$ cat config.mk
export PLATFORM = sky130hd
export DESIGN_NAME = netport_top
export DESIGN_NICKNAME = d
export VERILOG_FILES = /design/src/rtl/netport_pkg.sv /design/src/rtl/np_fifo.sv /design/src/rtl/np_csr.sv /design/src/rtl/netport_top.sv
export SDC_FILE = /design/constraint.sdc
export NUM_CORES = 1
export LEC_CHECK = 0
export ABC_CLOCK_PERIOD_IN_PS = 7750
export BUFFER_PORTS_ARGS = -buffer_cell sky130_fd_sc_hd__buf_4
export CAP_MARGIN = 20
export CORE_MARGIN = 8
export CORE_UTILIZATION = 55
export DETAILED_ROUTE_END_ITERATION = 6
export PLACE_DENSITY_LB_ADDON = 0.12
export SLEW_MARGIN = 20
export SYNTH_ARGS = -nofsm -noshare
export SYNTH_HDL_FRONTEND = slang
export SYNTH_SLANG_ARGS = --single-unit
$ cat constraint.sdc
create_clock -name clk -period 7.75 [get_ports clk]
set_clock_uncertainty 0.05 [all_clocks]
set_input_delay 1.55 -clock clk [delete_from_list [all_inputs] [get_ports clk]]
set_output_delay 1.55 -clock clk [all_outputs]
set_load 0.02 [all_outputs]
$ cat src/rtl/netport_pkg.sv
package netport_pkg;

    localparam int DATA_W    = 32;
    localparam int DEST_W    = 4;
    localparam int MSG_WORDS = 5;
    localparam int IN_DEPTH  = 2 * MSG_WORDS;
    localparam int OUT_DEPTH = 2 * MSG_WORDS;
    localparam int STAT_W    = 6;

    typedef enum logic [2:0] {
        A_DEST    = 3'd0,
        A_OUT     = 3'd1,
        A_OUTLAST = 3'd2,
        A_IN      = 3'd3,
        A_STAT    = 3'd4
    } reg_addr_e;

    typedef struct packed {
        logic              sys;
        logic              last;
        logic [DATA_W-1:0] data;
    } in_word_t;

    typedef struct packed {
        logic              sys;
        logic              last;
        logic [DEST_W-1:0] dest;
        logic [DATA_W-1:0] data;
    } out_word_t;

    typedef struct packed {
        logic head_last;
        logic err;
        logic ovf;
        logic head_sys;
        logic out_full;
        logic in_nonempty;
    } status_t;

    function automatic logic [DATA_W-1:0] widen_status(input status_t s);
        return {{(DATA_W-STAT_W){1'b0}}, s};
    endfunction

endpackage

$ cat src/rtl/np_fifo.sv
module np_fifo #(
    parameter int WIDTH = 8,
    parameter int DEPTH = 10
) (
    input  logic             clk,
    input  logic             rst,
    input  logic             push,
    input  logic [WIDTH-1:0] push_data,
    input  logic             pop,
    output logic [WIDTH-1:0] head,
    output logic             empty,
    output logic             full
);
    localparam int PW = (DEPTH > 1) ? $clog2(DEPTH) : 1;
    localparam int CW = $clog2(DEPTH + 1);

    logic [WIDTH-1:0] mem [DEPTH];
    logic [PW-1:0]    wr_ptr, rd_ptr;
    logic [CW-1:0]    count_q;

    function automatic logic [PW-1:0] step(input logic [PW-1:0] p);
        return (p == PW'(DEPTH - 1)) ? '0 : p + PW'(1);
    endfunction

    assign empty = (count_q == '0);
    assign full  = (count_q == CW'(DEPTH));
    assign head  = mem[rd_ptr];

    always_ff @(posedge clk) begin
        if (push) mem[wr_ptr] <= push_data;
    end

    always_ff @(posedge clk) begin
        if (rst) begin
            wr_ptr  <= '0;
            rd_ptr  <= '0;
            count_q <= '0;
        end else begin
            if (push) wr_ptr <= step(wr_ptr);
            if (pop)  rd_ptr <= step(rd_ptr);
            if (push && !pop)      count_q <= count_q + CW'(1);
            else if (!push && pop) count_q <= count_q - CW'(1);
        end
    end


    count_bound_chk: assert property (@(posedge clk) disable iff (rst)
        count_q <= CW'(DEPTH));


    push_gate_chk: assert property (@(posedge clk) disable iff (rst)
        push |-> !full);


    pop_gate_chk: assert property (@(posedge clk) disable iff (rst)
        pop |-> !empty);


    fill_step_chk: assert property (@(posedge clk) disable iff (rst)
        (push && !pop) |=> (count_q == $past(count_q) + CW'(1)));

endmodule

$ cat src/rtl/np_csr.sv
module np_csr
    import netport_pkg::*;
(
    input  logic              clk,
    input  logic              rst,
    input  logic [2:0]        bus_addr,
    input  logic              bus_wr,
    input  logic              bus_rd,
    input  logic              bus_priv,
    input  logic [DATA_W-1:0] bus_wdata,
    output logic [DATA_W-1:0] bus_rdata,
    input  in_word_t          in_head,
    input  logic              in_empty,
    output logic              in_pop,
    input  logic              out_full,
    output logic              out_push,
    output out_word_t         out_word,
    output logic              irq
);
    logic [DEST_W-1:0] dest_q;
    logic              ovf_q, err_q;
    logic              rd_in, bad_rd, wr_out, drop, head_sys;
    status_t           stat;

    assign head_sys = !in_empty && in_head.sys;
    assign rd_in    = bus_rd && (bus_addr == A_IN);
    assign in_pop   = rd_in && !in_empty && (bus_priv || !in_head.sys);
    assign bad_rd   = rd_in && head_sys && !bus_priv;
    assign wr_out   = bus_wr && ((bus_addr == A_OUT) || (bus_addr == A_OUTLAST));
    assign out_push = wr_out && !out_full;
    assign drop     = wr_out && out_full;
    assign irq      = head_sys;

    assign out_word.sys  = bus_priv;
    assign out_word.last = (bus_addr == A_OUTLAST);
    assign out_word.dest = dest_q;
    assign out_word.data = bus_wdata;

    assign stat.in_nonempty = !in_empty;
    assign stat.out_full    = out_full;
    assign stat.head_sys    = head_sys;
    assign stat.ovf         = ovf_q;
    assign stat.err         = err_q;
    assign stat.head_last   = !in_empty && in_head.last;

    always_comb begin
        bus_rdata = '0;
        if (bus_rd) begin
            case (bus_addr)
                A_DEST: bus_rdata = {{(DATA_W-DEST_W){1'b0}}, dest_q};
                A_IN:   bus_rdata = in_pop ? in_head.data : '0;
                A_STAT: bus_rdata = widen_status(stat);
                default: bus_rdata = '0;
            endcase
        end
    end

    always_ff @(posedge clk) begin
        if (rst) begin
            dest_q <= '0;
            ovf_q  <= 1'b0;
            err_q  <= 1'b0;
        end else begin
            if (bus_wr && bus_addr == A_DEST) dest_q <= bus_wdata[DEST_W-1:0];
            if (bus_wr && bus_addr == A_STAT) begin
                ovf_q <= 1'b0;
                err_q <= 1'b0;
            end else begin
                if (drop)   ovf_q <= 1'b1;
                if (bad_rd) err_q <= 1'b1;
            end
        end
    end


    user_sys_read_chk: assert property (@(posedge clk) disable iff (rst)
        bad_rd |=> err_q);


    drop_sets_ovf_chk: assert property (@(posedge clk) disable iff (rst)
        drop |=> ovf_q);


    sticky_hold_chk: assert property (@(posedge clk) disable iff (rst)
        ($past(ovf_q) && !$past(bus_wr && bus_addr == A_STAT)) |-> ovf_q);

endmodule

$ cat src/rtl/netport_top.sv
module netport_top
    import netport_pkg::*;
(
    input  logic              clk,
    input  logic              rst,
    input  logic [2:0]        bus_addr,
    input  logic              bus_wr,
    input  logic              bus_rd,
    input  logic              bus_priv,
    input  logic [DATA_W-1:0] bus_wdata,
    output logic [DATA_W-1:0] bus_rdata,
    input  logic              in_valid,
    output logic              in_ready,
    input  logic              in_sys,
    input  logic              in_last,
    input  logic [DATA_W-1:0] in_data,
    output logic              out_valid,
    input  logic              out_ready,
    output logic              out_sys,
    output logic              out_last,
    output logic [DEST_W-1:0] out_dest,
    output logic [DATA_W-1:0] out_data,
    output logic              irq
);
    in_word_t  in_word, in_head;
    out_word_t out_word, out_head;
    logic      in_empty, in_full, in_pop;
    logic      out_empty, out_full, out_push, out_pop;

    assign in_word  = '{sys: in_sys, last: in_last, data: in_data};
    assign in_ready = !in_full;

    np_fifo #(.WIDTH($bits(in_word_t)), .DEPTH(IN_DEPTH)) u_in_q (
        .clk(clk), .rst(rst),
        .push(in_valid && !in_full), .push_data(in_word),
        .pop(in_pop), .head(in_head),
        .empty(in_empty), .full(in_full)
    );

    assign out_valid = !out_empty;
    assign out_pop   = out_valid && out_ready;
    assign out_sys   = out_head.sys;
    assign out_last  = out_head.last;
    assign out_dest  = out_head.dest;
    assign out_data  = out_head.data;

    np_fifo #(.WIDTH($bits(out_word_t)), .DEPTH(OUT_DEPTH)) u_out_q (
        .clk(clk), .rst(rst),
        .push(out_push), .push_data(out_word),
        .pop(out_pop), .head(out_head),
        .empty(out_empty), .full(out_full)
    );

    np_csr u_csr (
        .clk(clk), .rst(rst),
        .bus_addr(bus_addr), .bus_wr(bus_wr), .bus_rd(bus_rd),
        .bus_priv(bus_priv), .bus_wdata(bus_wdata), .bus_rdata(bus_rdata),
        .in_head(in_head), .in_empty(in_empty), .in_pop(in_pop),
        .out_full(out_full), .out_push(out_push), .out_word(out_word),
        .irq(irq)
    );


    irq_falls_on_pop_chk: assert property (@(posedge clk) disable iff (rst)
        $fell(irq) |-> $past(in_pop));


    irq_rises_on_arrival_chk: assert property (@(posedge clk) disable iff (rst)
        $rose(irq) |-> ($past(in_valid && in_ready) || $past(in_pop)));

endmodule

Yosys cells after proc, flatten, opt, wreduce, memory -nomap -nowiden
Memory sizes are Yosys's and may differ from the RTL's. A register that Yosys moved wholly into a read port is not among the register bits. Index checks and enable logic that the tools add are counted.

Add/subtract/negate cells: 8. Equality and inequality tests: 10. Muxes and demuxes: 19. Reduce and logical (&&, ||, !) cells: 36.

Operator list (count): $pmux 32 s3 (1); $mux 32 (2); $mux 4 (12); $add 4x1->4 const B (6); $eq 4x4->1 const B (6); $logic_and 1x1->1 (18); $logic_not 1->1 (10); $logic_not 4->1 (2); $sub 4x1->4 const B (2); $eq 3x2->1 const B (2); $mux 1 (4); $reduce_bool 2->1 (2); $eq 3x1->1 const B (1); $eq 3x3->1 const B (1); $logic_not 3->1 (1); $logic_or 1x1->1 (2); $reduce_or 2->1 (1).

Register bits after elaboration: 30. Bits in writable memories: 720. Bits of input ports: 76. Output and inout bits: 73. Word-level logic and storage cells: 84. Memories kept: 2.

Memories: u_out_q.mem (words 10, width 38, rd ports 1, clocked after Yosys merged registers in 1, wr ports 1, RTL line np_fifo.sv:17) `logic [WIDTH-1:0] mem [DEPTH];`; u_in_q.mem (words 10, width 34, rd ports 1, clocked after Yosys merged registers in 1, wr ports 1, RTL line np_fifo.sv:17).

Depth between registers and ports, before layout
Depth in word-level cells: 8. Depth in mapped cells: 15. Mapped depth without buffers: 11.

By module
A second synthesis with hierarchy kept.

Cell total of the unflattened synthesis: 1766. Area, all modules: 30566.8 µm².

By module, submodules not included: np_fifo (u_out_q) (instances 1, cells each 860, area an instance 15568.7 µm², sequential area each 11731.3 µm²); np_fifo (u_in_q) (instances 1, cells each 782, area an instance 13967.1 µm², sequential area each 10530.1 µm²); np_csr (instances 1, cells each 120, area an instance 1011.0 µm², sequential area each 120.1 µm²); netport_top (instances 1, cells each 4, area an instance 20.0 µm², sequential area each 0.0 µm²).

Worst setup path before layout
No wires, ideal clock.

Path kind: input -> register. Start: input bus_addr[2]. End: memory u_out_q.mem[1][0] (netlist name), enable pin. Library setup time: 0.481 ns. Arrival: 5.319 ns. Required time: 7.219 ns. Setup slack: 1.901 ns. Stages on the path: 4. Buffers on the path: 0. Cell sequence: nand2b_1 > or4b_2 > or2_2 > nor3_1.

Cells in the longest elaborated chain, start to end: 6. Elaborated cells between the ends (all ways): 7. Those cells by class: eq/ne (2); mux (2); reduce/logical (3).

Ends and longest elaborated chain: start: declaration (RTL line netport_top.sv:6) `input logic [2:0] bus_addr,`; $eq 3x1->1 or $eq 3x2->1 (tied branches) (RTL line np_csr.sv:29) `assign wr_out = bus_wr && ((bus_addr == A_OUT) || (bus_addr == A_OUTLAST));`; $logic_or 1x1->1 (*) (RTL line np_csr.sv:29); $logic_and 1x1->1 (*) (RTL line np_csr.sv:29); $logic_and 1x1->1 (*) (RTL line np_csr.sv:30) `assign out_push = wr_out && !out_full;`; $mux 1 (*) (RTL line np_fifo.sv:30) `if (push) mem[wr_ptr] <= push_data;`; $mux 1 (implied by the code) (*) (RTL line np_fifo.sv:30); end: declaration (RTL line np_fifo.sv:17).

Every way passes the cells marked *; elsewhere a longest branch is shown, timed or not.

==> flow_metrics.py <==
metrics = {
    "outcome": {
        "status": "completed",
    },
    "synthesis": {
        "syn_nets": 1534,
        "syn_area_sq_mm": 0.0292,
        "ys.flop_type": "edfxtp_1",
        "synth_area_leaders": "edfxtp_1, mux4_2, mux2i_1",
        "netlist.area_leader.share": 0.740,
        "syn-mean-instance-area_sq_um": 20.2,
        "ys_types": 48,
        "yosysTopAreaCell": "edfxtp_1",
        "synth_seq_area_share": 0.766,
        "ys_ff_latch": 758,
        "yosysWarnings": 0,
        "synth_edf_count": 720,
        "syn_inst": 1450,
        "async_reset_ff_frac": 0,
    },
    "clock_network": {
        "clockBufferDepth": 3,
        "numCtsBuffers": 76,
        "cts_tree": "yes",
        "cts_setup_buffers": 0,
        "cts_root_buf": "clkbuf_16",
        "ctsResizeCount": 0,
        "cts_sinks": 758,
        "insertion_delay_ns": 0.62,
        "clk_pin_slew_ns": 0.06,
        "postCtsHoldBufs": 0,
        "cts_htree_levels": 3,
    },
    "setup_path": {
        "crit_path_end_kind": "primary output",
        "startpoint_type": "flip-flop",
        "worst_ep_required_time_ns": 6.15,
        "crit_fanout": 42,
        "path_common_cell": "buf_4",
        "path_class": "reg2out",
        "critPathMaxStageDelay_ns": 0.72,
        "cp.arrival_ns": 3.64,
        "cp_cell_sequence": "buf_4 -> mux2i_1 -> nor3b_1 -> a2111o_1 -> buf_4 -> a211oi_1 -> buf_4",
        "cp_slowest_cell": "buf_4",
    },
    "finish": {
        "syn_to_final_growth_pct": 15.1,
        "postLayoutCellArea_sq_mm": 0.0336,
        "fin_nets": 1710,
        "drive_above_1_share": 0.276,
        "layout_common_cells": "edfxtp_1, buf_4, mux4_2, a211oi_1, clkbuf_16",
        "fill_cells": 3628,
        "mostFrequentLayoutCell": "edfxtp_1",
    },
    "sta": {
        "worst_pin_slew_ns": 1.19,
        "grt_setup_unrepaired": "false",
        "setup_viol": 0,
        "finalCritPeriodShare": 0.676,
        "fin_tns_setup_ns": 0,
        "fin_ws_ns": 2.51,
        "drv_slew": 0,
        "slew_headroom": 0.207,
        "max_freq_mhz": 191,
        "hold_viol": 0,
        "fin_crit_ns": 5.24,
    },
    "grt": {
        "antenna_found_initial": 3,
        "grt_pass1_wl_mm": 90.3,
        "first_global_vias": 14900,
        "overflow": 0,
        "grt_max_degree": 77,
        "grt_use_total": 0.197,
    },
    "place": {
        "pre_cts_ws_ns": 3.04,
        "portBuffers": 148,
        "dpl_cell_area_sq_mm": 0.0312,
        "place_congestion": 0.715,
        "hpwl_mm": 30.9,
    },
    "route": {
        "vias": 14100,
        "wl_per_cell_microns": 24.9,
        "drtIter0Drc": 979,
        "vias_per_cell": 5.94,
        "drcViolationCount": 0,
        "ant_nets": 0,
        "totalWireLength_mm": 59.1,
        "drt_first_pass_iters": 5,
    },
    "die": {
        "row_count": 84,
        "dieWidth_microns": 246,
        "coreArea_sq_mm": 0.0526,
        "die_area_sq_mm": 0.0608,
        "io_pins": 149,
        "die_h_microns": 246,
        "initial_core_util": 0.556,
    },
    "pwr": {
        "p_leak_uw": 0.0106,
        "peakVddDrop_mv": 0.215,
        "finalPower_uw": 9120,
        "p_per_area_mw_per_mm2": 271,
    },
    "hold_path": {
        "hold_class": "reg2reg",
    },
    "flow_run": {
        "cap_violations": 0,
    },
}
## metal layers
metal,vias up,part of all wire,GRT usage
met2,279,0.51,0.335
met4,4,0.026,0.0620
li1,6325,-,-
met5,-,0.00044,0
met1,7390,0.42,0.257
met3,95,0.042,0.0369
## worst paths after layout
check / startpoint / end / slack [ns] / cells past startpoint
setup / recovery: flip-flop / bus_rdata[18] / 2.51 / 7
hold / removal: u_csr.ovf_q$_SDFFE_PP0P_ / u_csr.ovf_q$_SDFFE_PP0P_ / 0.41 / 2
setup reg to reg: flip-flop / u_in_q.count_q[3]$_SDFFE_PP0P_ / 3.66 / 13
hold reg to reg: u_csr.ovf_q$_SDFFE_PP0P_ / u_csr.ovf_q$_SDFFE_PP0P_ / 0.41 / 2
## cell usage after synthesis, types with 6 or more instances
cell	number
xnor2_1	7
buf_1	19
mux4_2	143
nor3_1	11
nor2b_1	70
edfxtp_1	720
nor2_1	36
nand2_1	13
o21ai_0	14
clkbuf_1	43
inv_1	7
ha_1	6
a21oi_1	62
buf_2	17
nor4_1	6
dfxtp_1	38
xor2_1	8
mux2i_1	78
a211oi_1	91
## registers in the layout (all words and copies together), names as in the netlist, named ones only
register / flops
u_out_q.rd_ptr: 4
u_csr.dest_q: 4
u_out_q.wr_ptr: 4
u_in_q.wr_ptr: 4
u_in_q.rd_ptr: 4
u_out_q.mem: 380
u_csr.err_q: 1
u_in_q.mem: 340
u_in_q.count_q: 4
u_out_q.count_q: 4
u_csr.ovf_q: 1
## power breakdown
group          switching (uW)  total [uW]  internal [uW]
clock network            1480        3520           2040
logic                     494         971            476
registers                71.7        4630           4560
## area by class of cell
cell class | count | area [sq um] | area share
inverters | 7 | 26.3 | 0.000781
flip-flops and latches | 758 | 22400 | 0.666
diodes | 1 | 2.50 | 0.0000744
multi-input cells | 603 | 6590 | 0.196
repair buffers | 180 | 1360 | 0.0405
clock buffers | 93 | 2040 | 0.0606
well taps | 688 | 861 | 0.0256
clock inverters | 44 | 363 | 0.0108
## logic make-up after synthesis
group / Yosys count / synth area share
compound gates: 182 / 0.0405
flops: 758 / 0.766
fa+ha+maj: 8 / 0.00394
buf+inv: 89 / 0.0127
simple gates: 170 / 0.0328
mux: 228 / 0.140
xor+xnor: 15 / 0.00450
## stage by stage
stage	hold slack, ns	util	instances
2_1_floorplan	0.385	-	1450
3_3_place_gp	0.398	0.594	2236
3_5_place_dp	0.405	0.594	2236
4_1_cts	0.414	0.640	2373
5_1_grt	0.427	0.640	2374
6_report	0.410	0.640	2374
## critical path: cells and delay by family (launching register included)
| kind | cells | cell delay, ns |
|---|---|---|
| DFF | 1 | 0.68 |
| buffers and inverters | 3 | 1.23 |
| AOI/OAI and AO/OA | 2 | 0.64 |
| muxes | 1 | 0.35 |
| and+or+nand+nor | 1 | 0.08 |
No activity file was read; power rests on OpenSTA's default activity.
